--- src/rtl/pdc_pkg.sv ---
package pdc_pkg;
    typedef enum logic [1:0] {
        ST_OFF  = 2'd0,
        ST_WARM = 2'd1,
        ST_ON   = 2'd2
    } pdc_state_t;
endpackage

--- src/rtl/pdc_sync.sv ---
module pdc_sync #(
    parameter int STAGES    = 2,
    parameter bit RESET_VAL = 1'b1
) (
    input  logic clk,
    input  logic rst_n,
    input  logic d,
    output logic q
);
    logic [STAGES-1:0] chain;

    for (genvar i = 0; i < STAGES; i++) begin : g_stage
        if (i == 0) begin : g_first
            always_ff @(posedge clk or negedge rst_n) begin
                if (!rst_n) chain[0] <= RESET_VAL;
                else        chain[0] <= d;
            end
        end else begin : g_next
            always_ff @(posedge clk or negedge rst_n) begin
                if (!rst_n) chain[i] <= RESET_VAL;
                else        chain[i] <= chain[i-1];
            end
        end
    end

    assign q = chain[STAGES-1];
endmodule

--- src/rtl/pdc_settle.sv ---
module pdc_settle #(
    parameter int SETTLE_CYCLES = 16
) (
    input  logic clk,
    input  logic rst_n,
    input  logic run,
    output logic done
);
    localparam int CW = $clog2(SETTLE_CYCLES + 1);
    localparam logic [CW-1:0] LAST = CW'(SETTLE_CYCLES - 1);

    logic [CW-1:0] cnt;

    always_ff @(posedge clk or negedge rst_n) begin
        if (!rst_n)          cnt <= '0;
        else if (!run)       cnt <= '0;
        else if (cnt != LAST) cnt <= cnt + 1'b1;
    end

    assign done = run && (cnt == LAST);
endmodule

--- src/rtl/pdc_invalid.sv ---
module pdc_invalid (
    input  logic clk,
    input  logic rst_n,
    input  logic drop,
    input  logic busy,
    input  logic done,
    input  logic powered,
    output logic invalid
);
    always_ff @(posedge clk or negedge rst_n) begin
        if (!rst_n)                invalid <= 1'b0;
        else if (drop && busy)     invalid <= 1'b1;
        else if (done && powered)  invalid <= 1'b0;
    end
endmodule

--- src/rtl/pwr_gate_ctrl.sv ---
module pwr_gate_ctrl #(
    parameter int SYNC_STAGES   = 2,
    parameter int SETTLE_CYCLES = 16
) (
    input  logic clk,
    input  logic rst_n,
    input  logic pd_pin,
    input  logic sw_down_stb,
    input  logic sw_up_stb,
    input  logic conv_busy,
    input  logic conv_done,
    output logic core_en,
    output logic core_ready,
    output logic result_invalid
);
    import pdc_pkg::*;

    pdc_state_t state, state_nx;
    logic pd_s, pd_d, pd_fall;
    logic sw_down;
    logic off_req, settled, drop;

    pdc_sync #(.STAGES(SYNC_STAGES), .RESET_VAL(1'b1)) u_sync (
        .clk(clk), .rst_n(rst_n), .d(pd_pin), .q(pd_s)
    );

    always_ff @(posedge clk or negedge rst_n) begin
        if (!rst_n) pd_d <= 1'b1;
        else        pd_d <= pd_s;
    end
    assign pd_fall = pd_d && !pd_s;

    // sticky software request; a new power-down beats any clear
    always_ff @(posedge clk or negedge rst_n) begin
        if (!rst_n)                       sw_down <= 1'b0;
        else if (sw_down_stb)             sw_down <= 1'b1;
        else if (sw_up_stb || pd_fall)    sw_down <= 1'b0;
    end

    assign off_req = pd_s || sw_down;

    pdc_settle #(.SETTLE_CYCLES(SETTLE_CYCLES)) u_settle (
        .clk(clk), .rst_n(rst_n), .run(state == ST_WARM), .done(settled)
    );

    always_comb begin
        state_nx = state;
        unique case (state)
            ST_OFF:  if (!off_req)     state_nx = ST_WARM;
            ST_WARM: if (off_req)      state_nx = ST_OFF;
                     else if (settled) state_nx = ST_ON;
            ST_ON:   if (off_req)      state_nx = ST_OFF;
            default:                   state_nx = ST_OFF;
        endcase
    end

    always_ff @(posedge clk or negedge rst_n) begin
        if (!rst_n) state <= ST_OFF;
        else        state <= state_nx;
    end

    always_comb begin
        core_en    = (state != ST_OFF);
        core_ready = (state == ST_ON);
        drop       = (state != ST_OFF) && off_req;
    end

    pdc_invalid u_inv (
        .clk(clk), .rst_n(rst_n), .drop(drop), .busy(conv_busy),
        .done(conv_done), .powered(core_en), .invalid(result_invalid)
    );
endmodule

--- config.mk ---
export PLATFORM = sky130hd
export DESIGN_NAME = pwr_gate_ctrl
export DESIGN_NICKNAME = d
export VERILOG_FILES = /design/src/rtl/pdc_pkg.sv /design/src/rtl/pdc_sync.sv /design/src/rtl/pdc_settle.sv /design/src/rtl/pdc_invalid.sv /design/src/rtl/pwr_gate_ctrl.sv
export SDC_FILE = /design/constraint.sdc
export NUM_CORES = 1
export LEC_CHECK = 0
export BUFFER_PORTS_ARGS = -buffer_cell sky130_fd_sc_hd__buf_2
export CORE_MARGIN = 1.5
export CORE_UTILIZATION = 29
export DETAILED_ROUTE_END_ITERATION = 12
export GPL_TIMING_DRIVEN = 0
export PLACE_DENSITY_LB_ADDON = 0.25
export SYNTH_ARGS = -nofsm -noshare
export SYNTH_HDL_FRONTEND = slang
export SYNTH_SLANG_ARGS = --single-unit
--- constraint.sdc ---
create_clock -name clk -period 3.6 [get_ports clk]
set_input_delay 0 -clock clk [delete_from_list [all_inputs] [get_ports clk]]
set_output_delay 0 -clock clk [all_outputs]
set_load 0.05 [all_outputs]
==> run metrics <==
status finished, final reports clean; Reg area 304.0 um2; clock sinks 12; WL met1 395 um; WL met3 38 um; synthesized cell area 528.0 um2; commonest cells in the netlist dfrtp_1 (9), nor2_1 (6), dfstp_2 (3), nor2b_1 (3); largest cells by area after synthesis dfrtp_1 (43%), dfstp_2 (15%), ha_1 (4.7%), nand4b_4 (4.5%), nor2_1 (4.3%); number of H-tree levels 1; unrepaired setup endpoints after global routing no; Row Count 15; Clock Tree Root clkbuf_4; dpl cell area 604.3 um2; Cell Pwr Density 392.3 mW/mm2; Post-Syn Nets 53; syn avg cell area 12.00 um2; CP Launch Type register; Initial Util 30.58%; DRC viols 0; Die H 45.67 um; crit share post-route 45.12%; Hold Path Stages 3; WHS Endpoint sw_down$_DFFE_PN0P_; Total Power 0.0002670 W; Pleak 0.3570 nW; clock buffer depth 2; area grow syn2layout 28.91%; yosys warns 0; EDFF count, synth 0; Die Wd 45.67 um; r2r setup slk 1.98 ns; max-cap violation count 0; cell taking the most area after synthesis dfrtp_1; Critical Path AT 1.77 ns; Fmax 0.6157 GHz; vias in the first global route 317; Setup TNS Final 0 ns; final WL 869 um; Met2 Routed Length 414 um; # fillers 180; Antenna Nets Post-Route 0; area share of the leading cell type in the synthesized netlist 42.65%; post-CTS sizing 0; multi-input logic area 205.2 um2; global route overflow 0; share of layout cells above drive strength 1 27.42%; final hold vios 0; TritonRoute pass-1 iters 2; initial antenna violation count 0; I/O Buffers 9; gpl congestion 0.6612; final core utilization 39.42%; worst min path class input pin to register; diode count 0; Seq/Total Area, Yosys 57.58%; global-route wire length before repair 1414 um; Finished Cell Area 680.7 um2; post-synthesis register bit count 12; ys async rst share 100.0%; Reg2Reg Launch Point u_settle.cnt[0]$_DFFE_PN0P_; CTS tree built; Worst-path clk slew 0.08 ns; Max transition margin 79.50%; Core Footprint 0.001727 mm2; Worst Reg-to-Reg Cells 7; pins over their slew limit 0; worst skew pair latency 0.27 ns; vias per cell 4.253; hold path start sw_up_stb; final setup fails 0; min Tclk post-route 1.624 ns; dominant cell by count in the synthesized netlist dfrtp_1; skew final 0.01101 ns; largest net degree at the start of global routing 13; top sig layer met4; Via Count 370; CP Data Required Time 3.75 ns; die area 0.002086 mm2; Tot GR Track Use 10.54%; drt wl/cell 9.989 um; Setup crit end kind register; io pins 10; worst-path maximum fanout 8; Post-synth top flop dfrtp_1; clock buffers created by TritonCTS 3; kind of critical path register to register; Slew @ Worst Pin 0.3068 ns; Detailed Route Iter0 Violations 4; nets 72; Netlist cell types 21; Synth Instances 44; worst vdd ir 0.0001879 V; Crit Reg-Reg Endpoint u_settle.cnt[3]$_DFFE_PN0P_
kinds of logic (layout without fill, tap and decap cells):
logic type	Yosys count	count (layout)	share of synthesized area, %
flip-flops	12	12	57.58
XOR/XNOR	3	3	4.977
buffers and inverters	3	21	3.555
adder cells (fa/ha/maj)	2	2	4.739
AO/OA/AOI/OAI	6	6	7.820
AND/OR/NAND/NOR	17	17	19.43
multiplexers	1	1	1.896
placed cells by master (no fill, tap or decap):
master / n
mux2i_1: 1
a31o_1: 1
inv_1: 2
nor2_1: 6
xor2_1: 2
dlygate4sd3_1: 5
nand4b_4: 1
nor3_1: 1
dfrtp_1: 9
o21ai_0: 1
nand2b_1: 2
or2_1: 1
dfstp_2: 3
ha_1: 2
clkbuf_4: 3
nand2_1: 2
a2111oi_1: 1
buf_6: 1
a21oi_1: 2
buf_2: 9
o211ai_1: 1
xnor2_1: 1
clkbuf_1: 1
nor2b_1: 3
and3_1: 1
flip-flops by register name, indices dropped and copies added, names as in the netlist:
name and count:
u_settle.cnt 5, sw_down 1, state 2, u_inv.invalid 1, pd_d 1, u_sync.q 1, u_sync.chain 1
repair_timing:
action                                 4_1_cts  5_1_grt
endpoints found under the hold margin       15        0
setup buffers                                0        0
setup endpoints to repair                    0        0
hold buffers                                 5        0
metal layers:
layer	global-route usage, %	up-vias
met5	0	-
met4	7.059	0
met3	5.952	4
met2	14.08	7
met1	12.69	176
li1	-	183
worst max-delay path: stages (launching register included):
cell      delay [ns]
dfrtp_1         0.43
ha_1            0.22
and3_1          0.15
ha_1            0.20
buf_6           0.14
nand4b_4        0.16
xor2_1          0.15
nor2_1          0.06
stage by stage:
step | std cells | worst slack, ns | hold WS (ns)
floorplan | 44 | 2.061 | -0.2956
global placement | 78 | 1.989 | -0.1084
detailed placement | 78 | 1.974 | -0.1058
CTS | 87 | 1.964 | 0.01490
global route | 87 | 1.843 | 0.03011
finish | 87 | 1.976 | 0.02137
power by group:
group	switching (W)	internal, W	total (W)
combinational	0.0000200	0.0000142	0.0000343
sequential	0.00000535	0.000143	0.000148
clock	0.0000420	0.0000429	0.0000848
cell type report:
type / count / area share (%)
multi-input combinational: 29 / 30.15
clock buffer: 4 / 3.860
tap: 25 / 4.596
timing repair buffer: 14 / 13.97
sequential: 12 / 44.67
buffer: 1 / 1.654
inverter: 2 / 1.103
worst max-delay path by stage:
stage	end	startpoint	slack, ns
global route	state[0]$_DFFE_PN0P_	u_settle.cnt[0]$_DFFE_PN0P_	1.84
floorplan	state[0]$_DFFE_PN0P_	u_settle.cnt[0]$_DFFE_PN0P_	2.06
finish	u_settle.cnt[3]$_DFFE_PN0P_	u_settle.cnt[0]$_DFFE_PN0P_	1.98
global placement	state[0]$_DFFE_PN0P_	u_settle.cnt[0]$_DFFE_PN0P_	1.99
CTS	u_settle.cnt[3]$_DFFE_PN0P_	u_settle.cnt[0]$_DFFE_PN0P_	1.96
detailed placement	state[0]$_DFFE_PN0P_	u_settle.cnt[0]$_DFFE_PN0P_	1.97
No activity file was read; power rests on OpenSTA's default activity.
